==> config.mk <==
export PLATFORM = sky130hd
export DESIGN_NAME = seg_frame_tracker
export DESIGN_NICKNAME = d
export VERILOG_FILES = /design/src/rtl/sft_pkg.sv /design/src/rtl/sft_seg_scan.sv /design/src/rtl/sft_stream_state.sv /design/src/rtl/sft_out_stage.sv /design/src/rtl/seg_frame_tracker.sv
export SDC_FILE = /design/constraint.sdc
export NUM_CORES = 1
export LEC_CHECK = 0
export BUFFER_PORTS_ARGS = -buffer_cell sky130_fd_sc_hd__buf_4
export CAP_MARGIN = 20
export CORE_AREA = 2 2 453 455
export DETAILED_ROUTE_END_ITERATION = 6
export DIE_AREA = 0 0 455 457
export PLACE_DENSITY = 0.32
export SKIP_LAST_GASP = 1
export SYNTH_ARGS = -nofsm -noshare
export SYNTH_HDL_FRONTEND = slang
export SYNTH_SLANG_ARGS = --single-unit
==> constraint.sdc <==
create_clock -name clk -period 6.1 [get_ports clk]
set_input_delay 1.22 -clock clk [delete_from_list [all_inputs] [get_ports clk]]
set_output_delay 1.22 -clock clk [all_outputs]
set_load 0.01 [all_outputs]
==> src/rtl/sft_pkg.sv <==
// Package: shared default geometry for the segmented frame tracker.
// Assumes byte-wide keep and a power-of-two stream count.
package sft_pkg;
    localparam int SFT_SEGS      = 8;
    localparam int SFT_SEG_BYTES = 8;
    localparam int SFT_ID_W      = 6;
endpackage

==> src/rtl/sft_seg_scan.sv <==
// Module: sft_seg_scan
// Purely combinational walk over the segments of one beat, from segment 0
// upward. It derives start/end/idle flags, per-segment byte counts, the
// stream's in-packet state after the beat, and a framing error.
// Assumes: keep is grouped SEG_BYTES bits per segment, byte 0 lowest.
module sft_seg_scan #(
    parameter int SEGS      = sft_pkg::SFT_SEGS,
    parameter int SEG_BYTES = sft_pkg::SFT_SEG_BYTES,
    parameter int CNT_W     = $clog2(SEG_BYTES + 1)
) (
    input  logic [SEGS*SEG_BYTES-1:0] keep,
    input  logic [SEGS-1:0]           mark,
    input  logic                      last,
    input  logic                      open_in,
    output logic [SEGS-1:0]           sop,
    output logic [SEGS-1:0]           eop,
    output logic [SEGS-1:0]           idle,
    output logic [SEGS*CNT_W-1:0]     cnt,
    output logic                      open_out,
    output logic                      err
);
    logic [SEGS:0]   st;      // in-packet state entering each segment
    logic [SEGS:0]   gap;     // previous segment carried an end
    logic [SEGS-1:0] e_gap;
    logic [SEGS-1:0] e_zmark;
    logic [SEGS-1:0] e_keep;

    assign st[0]  = open_in;
    assign gap[0] = 1'b0;

    for (genvar i = 0; i < SEGS; i++) begin : g_seg
        logic [SEG_BYTES-1:0] k;
        logic kz, kfull, kcontig;
        assign k       = keep[i*SEG_BYTES +: SEG_BYTES];
        assign kz      = ~|k;
        assign kfull   = &k;
        assign kcontig = ((k & (k + 1'b1)) == '0);

        // Per-segment framing flags.
        always_comb begin
            idle[i]   = kz;
            sop[i]    = !kz && !st[i];
            eop[i]    = !kz && mark[i];
            st[i+1]   = kz ? st[i] : !mark[i];
            gap[i+1]  = !kz && mark[i];
            e_gap[i]  = !kz && gap[i];
            e_zmark[i]= kz && mark[i];
            e_keep[i] = !kz && (!kcontig || (!kfull && !mark[i]));
        end

        // Byte count of this segment.
        always_comb begin
            cnt[i*CNT_W +: CNT_W] = CNT_W'($countones(k));
        end
    end

    assign open_out = st[SEGS];
    assign err      = (|e_gap) | (|e_zmark) | (|e_keep) | (last != (|mark));
endmodule

==> src/rtl/sft_stream_state.sv <==
// Module: sft_stream_state
// One in-packet flag per stream ID. Read is combinational; write is
// synchronous. Assumes a read and a write of one beat use the same ID.
module sft_stream_state #(
    parameter int ID_W     = sft_pkg::SFT_ID_W,
    parameter int NSTREAMS = 1 << ID_W
) (
    input  logic            clk,
    input  logic            rst_n,
    input  logic [ID_W-1:0] id,
    output logic            rd_open,
    input  logic            wr_en,
    input  logic            wr_open
);
    logic [NSTREAMS-1:0] open_q;

    assign rd_open = open_q[id];

    // Clear all streams on reset, record post-beat state on accept.
    always_ff @(posedge clk) begin
        if (!rst_n) begin
            open_q <= '0;
        end else if (wr_en) begin
            open_q[id] <= wr_open;
        end
    end
endmodule

==> src/rtl/sft_out_stage.sv <==
// Module: sft_out_stage
// Single register slice with valid/ready. Takes a new word when empty or
// when the held word leaves in the same cycle. Assumes no bypass is needed.
module sft_out_stage #(
    parameter int W = 8
) (
    input  logic         clk,
    input  logic         rst_n,
    input  logic         in_valid,
    output logic         in_ready,
    input  logic [W-1:0] in_bus,
    output logic         out_valid,
    input  logic         out_ready,
    output logic [W-1:0] out_bus
);
    assign in_ready = !out_valid || out_ready;

    // Valid flag: set on accept, cleared when drained.
    always_ff @(posedge clk) begin
        if (!rst_n) begin
            out_valid <= 1'b0;
        end else if (in_ready) begin
            out_valid <= in_valid;
        end
    end

    // Payload: loaded on accept only.
    always_ff @(posedge clk) begin
        if (!rst_n) begin
            out_bus <= '0;
        end else if (in_valid && in_ready) begin
            out_bus <= in_bus;
        end
    end
endmodule

==> src/rtl/seg_frame_tracker.sv <==
// Module: seg_frame_tracker
// Top of the segmented multi-stream packet boundary tracker. It looks up the
// beat's stream state, scans the segments, writes the state back on accept,
// and registers the tagged beat with one cycle of latency.
// Assumes: inputs are stable while in_valid is high and in_ready is low.
module seg_frame_tracker #(
    parameter int SEGS      = sft_pkg::SFT_SEGS,
    parameter int SEG_BYTES = sft_pkg::SFT_SEG_BYTES,
    parameter int ID_W      = sft_pkg::SFT_ID_W,
    localparam int KEEP_W   = SEGS * SEG_BYTES,
    localparam int DATA_W   = KEEP_W * 8,
    localparam int CNT_W    = $clog2(SEG_BYTES + 1)
) (
    input  logic                  clk,
    input  logic                  rst_n,
    input  logic                  in_valid,
    output logic                  in_ready,
    input  logic [ID_W-1:0]       in_id,
    input  logic                  in_last,
    input  logic [KEEP_W-1:0]     in_keep,
    input  logic [SEGS-1:0]       in_eop_seg,
    input  logic [DATA_W-1:0]     in_data,
    output logic                  out_valid,
    input  logic                  out_ready,
    output logic [ID_W-1:0]       out_id,
    output logic [DATA_W-1:0]     out_data,
    output logic [SEGS-1:0]       out_sop,
    output logic [SEGS-1:0]       out_eop,
    output logic [SEGS-1:0]       out_idle,
    output logic [SEGS*CNT_W-1:0] out_cnt,
    output logic                  out_err
);
    localparam int BUS_W = ID_W + DATA_W + 3*SEGS + SEGS*CNT_W + 1;

    logic                  cur_open, nxt_open, scan_err, accept;
    logic [SEGS-1:0]       scan_sop, scan_eop, scan_idle;
    logic [SEGS*CNT_W-1:0] scan_cnt;
    logic [BUS_W-1:0]      bus_d, bus_q;

    assign accept = in_valid && in_ready;

    sft_stream_state #(.ID_W(ID_W)) u_state (
        .clk     (clk),
        .rst_n   (rst_n),
        .id      (in_id),
        .rd_open (cur_open),
        .wr_en   (accept),
        .wr_open (nxt_open)
    );

    sft_seg_scan #(.SEGS(SEGS), .SEG_BYTES(SEG_BYTES), .CNT_W(CNT_W)) u_scan (
        .keep     (in_keep),
        .mark     (in_eop_seg),
        .last     (in_last),
        .open_in  (cur_open),
        .sop      (scan_sop),
        .eop      (scan_eop),
        .idle     (scan_idle),
        .cnt      (scan_cnt),
        .open_out (nxt_open),
        .err      (scan_err)
    );

    assign bus_d = {in_id, in_data, scan_sop, scan_eop, scan_idle, scan_cnt, scan_err};

    sft_out_stage #(.W(BUS_W)) u_out (
        .clk       (clk),
        .rst_n     (rst_n),
        .in_valid  (in_valid),
        .in_ready  (in_ready),
        .in_bus    (bus_d),
        .out_valid (out_valid),
        .out_ready (out_ready),
        .out_bus   (bus_q)
    );

    assign {out_id, out_data, out_sop, out_eop, out_idle, out_cnt, out_err} = bus_q;

    // a stalled output beat holds its contents.
    a_r2_hold: assert property (@(posedge clk) disable iff (!rst_n)
        out_valid && !out_ready |=> out_valid && $stable(out_data) && $stable(out_id)
                                    && $stable(out_sop) && $stable(out_err));

    // an accepted beat is presented on the next cycle.
    a_r2_accept: assert property (@(posedge clk) disable iff (!rst_n)
        in_valid && in_ready |=> out_valid);

    // last flag disagreeing with the markers raises the error.
    a_r7_last_err: assert property (@(posedge clk) disable iff (!rst_n)
        in_valid && in_ready && (in_last != (|in_eop_seg)) |=> out_err);

    // a marker on an empty segment raises the error.
    a_r8_zero_mark: assert property (@(posedge clk) disable iff (!rst_n)
        in_valid && in_ready && (|(scan_idle & in_eop_seg)) |=> out_err);

    // an idle segment never carries start or end.
    a_r5_idle_excl: assert property (@(posedge clk) disable iff (!rst_n)
        out_valid |-> (((out_sop | out_eop) & out_idle) == '0));
endmodule

==> metrics.yaml <==
end_kind: "flop"
drc: 0
initial_core_util_pct: 13.5
crit_type: "input port to flop"
core_area_um2: 203000
total_power_uw: 12100
layout-drive-gt1-share_pct: 32.0
area_delta_synth_final_pct: 53.7
layout.nets: 5052
maxCapViolations: 0
drt-wirelength-per-cell_um: 23.2
worst_slew_pin_slew_ns: 1.19
postSynthAreaPerCell_um2: 8.41
ys.flop_type: "dfxtp_1"
cts_made_buffers: 93
vias: 26800
synth_area_um2: 27500
grt_pass1_wl_um: 224000
final_cell_mix: "nand2_1, buf_4, dfxtp_1"
std_cell_rows: 166
ir_drop_mv: 0.190
yosys_warnings: 0
antenna_found_initial: 48
drtAntennaViolNets: 0
postSynthCellCount: 3268
viasPerCell: 3.77
reg2reg_slack_ns: 3.34
fin_crit_sh_pct: 56.9
cellPowerDensity_nw_per_um2: 286
clock_sinks: 640
crit_fanout: 64
ctsHoldBuffers: 0
portBuffers: 1171
p_leak_uw: 0.0181
die_w_um: 455
clockBufferDepth: 3
drt_pre_antenna_iters: 5
fmaxAchievable_mhz: 288
synthesis.nets: 3982
yosysSeqAreaShare_pct: 46.6
cts_resized: 0
hold_class: "flop to flop"
final-hold-violation-count: 0
place_congestion: 0.873
grt_use_total_pct: 15.3
setup_slack_ns: 2.63
grt_max_degree: 201
post-cts-setup-buffer-count: 0
wirelength_um: 165000
clk_latency_ns: 0.72
cts_tree: "built"
tns_ns: 0
cp.required_ns: 6.67
synth_edf_count: 0
rsz0062_at_grt: "no"
htreeDepth: 3
status: "finished clean"
path_clk_slew_ns: 0.06
io_pins: 1172
start_kind: "input port"
preCtsSetupSlack_ns: 1.93
grt-ovfl-total: 0
setup_viol: 0
grt_pass1_vias: 26400
synth_cell_types: 68
ys_ff_latch: 640
skew_ns: 0.0309
async_flop_share_pct: 0
drt-initial-drc-count: 1427
min_period_ns: 3.47
die_y_um: 457
dp_hpwl_um: 130000
clockRootBuffer: "clkbuf_16"
crit_arrival_ns: 4.04
relSlewSlack_pct: 20.9
drv_slew: 0
dieArea_um2: 208000
## cell families (layout without fill, tap and decap cells)
family / Yosys count / count (layout) / share of synthesized area, %
muxes: 20 / 20 / 0.938
adders and majority gates: 119 / 119 / 6.29
other: 0 / 6 / 0
AOI/OAI and AO/OA: 757 / 757 / 20.8
DFF: 640 / 640 / 46.6
and+or+nand+nor: 1364 / 1364 / 19.9
buffers and inverters: 365 / 1506 / 5.34
xor gates and xnor gates: 3 / 3 / 0.0956
## critical path, cell delays in order
cell       delay (ns)
buf_4            0.38
or2b_2           0.26
o22ai_1          0.09
a221o_1          0.41
a2111oi_4        0.40
and4_4           0.32
o22ai_2          0.11
a41oi_4          0.26
buf_12           0.39
o31ai_1          0.14
## Yosys cell counts, types with 21 or more instances
cell type | instances | area [µm²]
nand2_1 | 1196 | 4490
dfxtp_1 | 640 | 12800
a21boi_0 | 561 | 4210
clkbuf_1 | 207 | 777
inv_1 | 134 | 503
ha_1 | 87 | 1090
nand3_1 | 63 | 315
o21ai_2 | 36 | 315
fa_1 | 32 | 641
o211ai_1 | 28 | 210
a21oi_1 | 22 | 110
o31ai_1 | 22 | 165
o21ai_0 | 21 | 105
## path summary, 6_finish.rpt
| kind | start | cells after the start | to |
|---|---|---|---|
| setup / recovery | in_id[1] | 10 | u_state.open_q[47] |
| hold / removal | u_out.out_bus[252] | 2 | u_out.out_bus[252] |
| setup reg to reg | u_out.out_valid | 6 | u_out.out_bus[521] |
| hold reg to reg | u_out.out_bus[252] | 2 | u_out.out_bus[252] |
## registers in the layout, indices dropped and copies added, names as in the netlist
| register | count |
|---|---|
| u_out.out_bus | 575 |
| u_state.open_q | 64 |
| u_out.out_valid | 1 |
## metal layers
layer  routed length, µm  vias to the layer above  GRT usage [%]  part of all wire [%]
met1               68700                    12900           18.6                    42
met4                4120                        6           3.62                   2.5
met2               79700                      845           25.9                    48
met5                  28                        -              0                 0.017
met3               12300                      215           4.70                   7.5
li1                    -                    12900              -                     -
## final cells by class
cell class	instances	area, µm²
tap	2688	3360
multi-input combinational	2263	13200
antenna	6	15.0
inverter	134	503
timing repair buffer	1206	9190
sequential	640	12800
fill	22800	161000
clock inverter	23	317
clock buffer	143	2810
## report_power, final
part           switching [µW]  total, µW  internal [µW]
clock                    2270       5610           3340
sequential                148       4570           4420
combinational            1050       1890            832
## metrics by stage
step                hold WS (ns)  cell area, µm²  std cells  utilization [%]
floorplan                  0.438           27500       3268                -
detailed placement         0.457           39100       6931             19.2
global route               0.480           42200       7100             20.8
global placement           0.453           39100       6930             19.2
CTS                        0.466           42200       7097             20.8
finish                     0.462           42200       7103             20.8
Note: power is estimated with default switching activity, not from simulation.
